### src/rtl/cmp_timer_pkg.sv
package cmp_timer_pkg;
  localparam int ADDR_W = 2;

  typedef enum logic [ADDR_W-1:0] {
    A_CTRL = 2'd0,
    A_LIMIT = 2'd1,
    A_COUNT = 2'd2,
    A_NONE = 2'd3
  } reg_addr_e;

  typedef struct packed {
    logic restart;
    logic enable;
  } ctrl_t;
endpackage

### src/rtl/cmp_timer_regs.sv
module cmp_timer_regs
  import cmp_timer_pkg::*;
#(
  parameter int CNT_W = 32
) (
  input  logic             clk_i,
  input  logic             rst_ni,
  input  logic             we_i,
  input  logic [ADDR_W-1:0] addr_i,
  input  logic [CNT_W-1:0] wdata_i,
  input  logic [CNT_W-1:0] count_i,
  input  logic             hit_i,
  output logic             run_o,
  output logic [CNT_W-1:0] limit_o,
  output logic             count_we_o,
  output logic [CNT_W-1:0] rdata_o
);
  localparam int CTRL_W = $bits(ctrl_t);

  ctrl_t            ctrl_q;
  logic [CNT_W-1:0] limit_q;
  logic             ctrl_we, limit_we;

  assign ctrl_we    = we_i && (addr_i == A_CTRL);
  assign limit_we   = we_i && (addr_i == A_LIMIT);
  assign count_we_o = we_i && (addr_i == A_COUNT);

  // software write beats the hardware clear on a one-shot match
  always_ff @(posedge clk_i or negedge rst_ni) begin
    if (!rst_ni) ctrl_q <= '0;
    else if (ctrl_we) ctrl_q <= ctrl_t'(wdata_i[CTRL_W-1:0]);
    else if (hit_i && !ctrl_q.restart) ctrl_q.enable <= 1'b0;
  end

  always_ff @(posedge clk_i or negedge rst_ni) begin
    if (!rst_ni) limit_q <= '0;
    else if (limit_we) limit_q <= wdata_i;
  end

  assign run_o   = ctrl_q.enable;
  assign limit_o = limit_q;

  always_comb begin
    unique case (addr_i)
      A_CTRL:  rdata_o = {{(CNT_W-CTRL_W){1'b0}}, ctrl_q};
      A_LIMIT: rdata_o = limit_q;
      A_COUNT: rdata_o = count_i;
      default: rdata_o = '0;
    endcase
  end

  p_oneshot_clear_r5: assert property (@(posedge clk_i) disable iff (!rst_ni)
    (hit_i && !ctrl_q.restart && !ctrl_we) |=> !run_o);
  p_sw_wins_r10: assert property (@(posedge clk_i) disable iff (!rst_ni)
    ctrl_we |=> (run_o == $past(wdata_i[0])));
  p_restart_keeps_r6: assert property (@(posedge clk_i) disable iff (!rst_ni)
    (hit_i && ctrl_q.restart && !ctrl_we) |=> run_o);
endmodule

### src/rtl/cmp_timer_count.sv
module cmp_timer_count #(
  parameter int CNT_W = 32
) (
  input  logic             clk_i,
  input  logic             rst_ni,
  input  logic             run_i,
  input  logic [CNT_W-1:0] limit_i,
  input  logic             count_we_i,
  input  logic [CNT_W-1:0] wdata_i,
  output logic [CNT_W-1:0] count_o,
  output logic             hit_o,
  output logic             irq_o
);
  logic [CNT_W-1:0] count_q;
  logic             irq_q;

  assign hit_o = run_i && (count_q == limit_i);

  always_ff @(posedge clk_i or negedge rst_ni) begin
    if (!rst_ni) count_q <= '0;
    else if (count_we_i) count_q <= wdata_i;
    else if (hit_o) count_q <= '0;
    else if (run_i) count_q <= count_q + CNT_W'(1);
  end

  always_ff @(posedge clk_i or negedge rst_ni) begin
    if (!rst_ni) irq_q <= 1'b0;
    else irq_q <= hit_o;
  end

  assign count_o = count_q;
  assign irq_o   = irq_q;

  p_step_r3: assert property (@(posedge clk_i) disable iff (!rst_ni)
    (run_i && !hit_o && !count_we_i) |=> (count_o == $past(count_o) + CNT_W'(1)));
  p_freeze_r7: assert property (@(posedge clk_i) disable iff (!rst_ni)
    (!run_i && !count_we_i) |=> $stable(count_o));
  p_wrap_r4: assert property (@(posedge clk_i) disable iff (!rst_ni)
    (hit_o && !count_we_i) |=> (count_o == '0));
  p_irq_on_hit_r4: assert property (@(posedge clk_i) disable iff (!rst_ni)
    hit_o |=> irq_o);
  p_irq_quiet_r4: assert property (@(posedge clk_i) disable iff (!rst_ni)
    !hit_o |=> !irq_o);
  p_overwrite_r9: assert property (@(posedge clk_i) disable iff (!rst_ni)
    count_we_i |=> (count_o == $past(wdata_i)));
endmodule

### src/rtl/cmp_timer.sv
module cmp_timer
  import cmp_timer_pkg::*;
#(
  parameter int CNT_W = 32
) (
  input  logic              clk_i,
  input  logic              rst_ni,
  input  logic              reg_we_i,
  input  logic [ADDR_W-1:0] reg_addr_i,
  input  logic [CNT_W-1:0]  reg_wdata_i,
  output logic [CNT_W-1:0]  reg_rdata_o,
  output logic              irq_o
);
  logic             run, hit, count_we;
  logic [CNT_W-1:0] limit, count;

  cmp_timer_regs #(.CNT_W(CNT_W)) u_regs (
    .clk_i      (clk_i),
    .rst_ni     (rst_ni),
    .we_i       (reg_we_i),
    .addr_i     (reg_addr_i),
    .wdata_i    (reg_wdata_i),
    .count_i    (count),
    .hit_i      (hit),
    .run_o      (run),
    .limit_o    (limit),
    .count_we_o (count_we),
    .rdata_o    (reg_rdata_o)
  );

  cmp_timer_count #(.CNT_W(CNT_W)) u_count (
    .clk_i      (clk_i),
    .rst_ni     (rst_ni),
    .run_i      (run),
    .limit_i    (limit),
    .count_we_i (count_we),
    .wdata_i    (reg_wdata_i),
    .count_o    (count),
    .hit_o      (hit),
    .irq_o      (irq_o)
  );

  p_reset_quiet_r2: assert property (@(posedge clk_i) !rst_ni |=> !irq_o);
endmodule

### config.mk
export PLATFORM = sky130hd
export DESIGN_NAME = cmp_timer
export DESIGN_NICKNAME = d
export VERILOG_FILES = /design/src/rtl/cmp_timer_pkg.sv /design/src/rtl/cmp_timer_regs.sv /design/src/rtl/cmp_timer_count.sv /design/src/rtl/cmp_timer.sv
export SDC_FILE = /design/constraint.sdc
export NUM_CORES = 1
export LEC_CHECK = 0
export CELL_PAD_IN_SITES_DETAIL_PLACEMENT = 1
export CELL_PAD_IN_SITES_GLOBAL_PLACEMENT = 2
export CORE_ASPECT_RATIO = 0.5
export CORE_MARGIN = 2
export CORE_UTILIZATION = 25
export CTS_BUF_LIST = sky130_fd_sc_hd__clkbuf_8
export DETAILED_ROUTE_END_ITERATION = 10
export GPL_TIMING_DRIVEN = 0
export HOLD_SLACK_MARGIN = 0.02
export PLACE_DENSITY_LB_ADDON = 0.15
export RECOVER_POWER = 25
export SYNTH_ARGS = -nofsm -noshare
export SYNTH_HDL_FRONTEND = slang
export SYNTH_SLANG_ARGS = --single-unit
### constraint.sdc
create_clock -name clk_i -period 2.2 [get_ports clk_i]
set_clock_uncertainty 0.1 [all_clocks]
set_input_delay 0.22 -clock clk_i [delete_from_list [all_inputs] [get_ports clk_i]]
set_output_delay 0.22 -clock clk_i [all_outputs]
set_load 0.02 [all_outputs]
==> reports/metrics.cfg <==
[sta]
slew_headroom_pct = 10.90
hold_violations = 0
setup_slack_ns = 0.03362
post-route-period-util_pct = 98.47
finalSetupTns_ns = 0
worstMarginPinSlew_ns = 1.337
finalCriticalPeriod_ns = 2.166
rsz0062_at_grt = true
slew_viol_final = 0
max_freq_mhz = 461.6
setup_viol = 0

[die]
pin_count = 70
fp.dieW_um = 190.5
num_rows = 34
start_util_pct = 25.28
coreArea_sq_um = 17190
chipHeight_um = 97.23
dieArea_sq_um = 18520

[final_layout]
layout_commonest_cell = dfrtp_1
layout-drive-gt1-share_pct = 25.50
syn2layout_area_growth_pct = 33.31
diodes = 0
fin_area_sq_um = 5793
final_cell_mix = dfrtp_1 (62), nand2_1 (43), xor2_1 (36), clkdlybuf4s50_1 (36), mux2_2 (33)
nNetsFinal = 586
fillers = 2002
final_cells = 787

[detailed_routing]
routed-wl-met2_um = 7666
wl_met1_um = 9598
drt_iter0_drc = 163
met3_length_um = 806
wl_um = 18250
drc = 0
dr.pass1.iters = 5
wl_per_cell_um = 23.18
postRouteAntennaNets = 0
viasPerCell = 5.144
vias = 4048
top_layer = met4

[clock_tree]
clk_latency_ns = 0.36
clkTransAtPathRegs_ns = 0.08
htreeDepth = 3
cts_buffers = 9
tritoncts = built
clockBufferDepth = 2
cts_root_buf = clkbuf_8
cts_sinks = 67

[synthesis]
synth_seq_cells = 67
ys_seq_area_share_pct = 38.58
yosysWarnings = 0
synth_edf_count = 0
synth-async-reset-ratio_pct = 100.0
synth_nets = 496
synth.avg_cell_area_sq_um = 9.488
synth_cell_types = 47
yosys_most_used_dff = dfrtp_1
synthCells = 458
syn_area_sq_um = 4345

[grt]
grt_pass1_wl_um = 26860
grt_pass1_vias = 4210
grtUsageTotal_pct = 20.04
grt_max_degree = 46
overflow = 0
antenna_found_initial = 0

[power]
leakagePower_nw = 2.335
ir_drop_uv = 290.9
finalPower_mw = 4.392
p_per_area_nw_per_um2 = 758.2

[place]
dp_cells = 762
hpwlAfterDp_um = 12980
placed_area_sq_um = 5354
place_congestion = 0.8050
port-buffer-count = 69
place_ws_ns = -0.9849

[setup_path]
cp_slowest_cell = dfrtp_1
r2r-end = u_count.count_o[18]
criticalPathCategory = reg2reg
cp-end-kind = register
worstPathRequired_ns = 2.34
arrival_ns = 2.31
r2r-start = u_count.count_o[19]
cpPeakStageDelay_ns = 0.49
rrSetupSlack_ns = 0.03
cp-start-kind = register
crit_fanout = 9
crit_path_cell_trace = xor2_1 > nor4_1 > nand3_1 > nor4_4 > buf_6 > clkbuf_16 > o31ai_1
reg2regPathDepth = 7

[run_status]
status = complete, no violations

[hold_path]
hold_path_startpoint = reg_wdata_i[15]
whs_endpoint = u_count.count_o[15]
hp-class = in2reg
whs_path_depth = 3

[flow_run]
drv_cap = 0

[power breakdown]
part	switching, mW	leakage, nW	internal (mW)
combinational	0.913	1.44	0.670
sequential	0.259	0.789	1.46
clock	0.547	0.103	0.545
[cell families after synthesis]
logic type               Yosys count  share of synthesized area [%]
flip-flops                        67                          38.58
XOR/XNOR                          44                          8.868
AO/OA/AOI/OAI                     80                          13.48
adder cells (fa/ha/maj)            1                         0.2879
AND/OR/NAND/NOR                  189                          25.31
buffers and inverters             41                          4.232
multiplexers                      36                          9.243
[how the worst max path moves through the flow]
stage                              from             endpoint  cells past startpoint
floorplan            u_count.count_o[2]  u_count.count_o[12]                      7
global placement                 rst_ni  u_count.count_o[29]                      1
detailed placement        reg_addr_i[0]      reg_rdata_o[14]                      6
CTS                  u_count.count_o[4]  u_count.count_o[27]                      6
global route         u_count.count_o[3]  u_count.count_o[27]                      7
finish              u_count.count_o[19]  u_count.count_o[18]                      7
[critical path, delay by kind of cell (launching register included)]
family | cells | cell delay [ns]
AND/OR/NAND/NOR | 3 | 0.81
XOR/XNOR | 1 | 0.24
buffers and inverters | 2 | 0.33
AO/OA/AOI/OAI | 1 | 0.07
flip-flops | 1 | 0.49
[cells in the mapped netlist, drive strengths merged, types with 2 or more instances]
| master | instances | share of area (%) |
|---|---|---|
| dfrtp | 67 | 39 |
| nand2 | 44 | 3.8 |
| xor2 | 37 | 7.5 |
| mux2 | 33 | 8.6 |
| a22o | 30 | 6.0 |
| clkbuf | 23 | 2.0 |
| nand4 | 21 | 3.4 |
| nor2 | 21 | 1.8 |
| nand3 | 18 | 2.1 |
| buf | 17 | 2.1 |
| and3 | 15 | 2.2 |
| nor3 | 14 | 1.9 |
| o31ai | 14 | 2.4 |
| o21ai | 13 | 1.5 |
| nor4 | 12 | 2.4 |
| a21oi | 10 | 1.2 |
| nor3b | 10 | 1.7 |
| and4 | 7 | 1.5 |
| nor4b | 7 | 1.4 |
| xnor2 | 7 | 1.4 |
| and2 | 5 | 0.72 |
| a31oi | 4 | 0.58 |
| nor2b | 4 | 0.58 |
| mux2i | 3 | 0.69 |
| nand3b | 3 | 0.52 |
| o311ai | 3 | 0.60 |
| a311o | 2 | 0.46 |
| nand2b | 2 | 0.29 |
| o211ai | 2 | 0.35 |
[layout make-up]
type	count	area, sq um	area share (%)
sequential	67	1683	29.05
buffer	37	314.1	5.421
multi-input combinational	350	2577	44.49
timing repair buffer	82	728.2	12.57
inverter	1	3.754	0.06479
clock buffer	10	137.6	2.376
tap	234	292.8	5.054
clock inverter	6	56.30	0.9719
[flip-flops by register name, indices dropped and copies added (netlist names)]
register	cells
u_regs.limit_o	32
u_count.count_o	32
u_regs.run_o	1
u_count.irq_o	1
u_regs.ctrl_q	1
[what timing repair did]
action                                  in CTS  in global routing
endpoints found under the hold margin       38                  0
gates cloned                                 0                  1
hold buffers                                 1                  0
gates resized for setup                     96                 69
endpoints found under the setup margin      96                 64
pin swaps                                    3                  9
buffers inserted                             4                  6
[per-stage QoR]
| step | util, % | hold WS (ns) |
|---|---|---|
| finish | 33.71 | 0.3271 |
| global route | 33.71 | 0.3287 |
| CTS | 33.31 | 0.1934 |
| detailed placement | 31.15 | 0.05512 |
| global placement | 31.01 | 0.4279 |
| floorplan | - | -0.1756 |
[routing by layer]
| metal | up-vias | track usage, % |
|---|---|---|
| li1 | 1874 | - |
| met1 | 2072 | 30.35 |
| met2 | 87 | 29.09 |
| met3 | 15 | 4.550 |
| met4 | 0 | 3.220 |
| met5 | - | 0 |
Power figures use the tool's default switching activity.
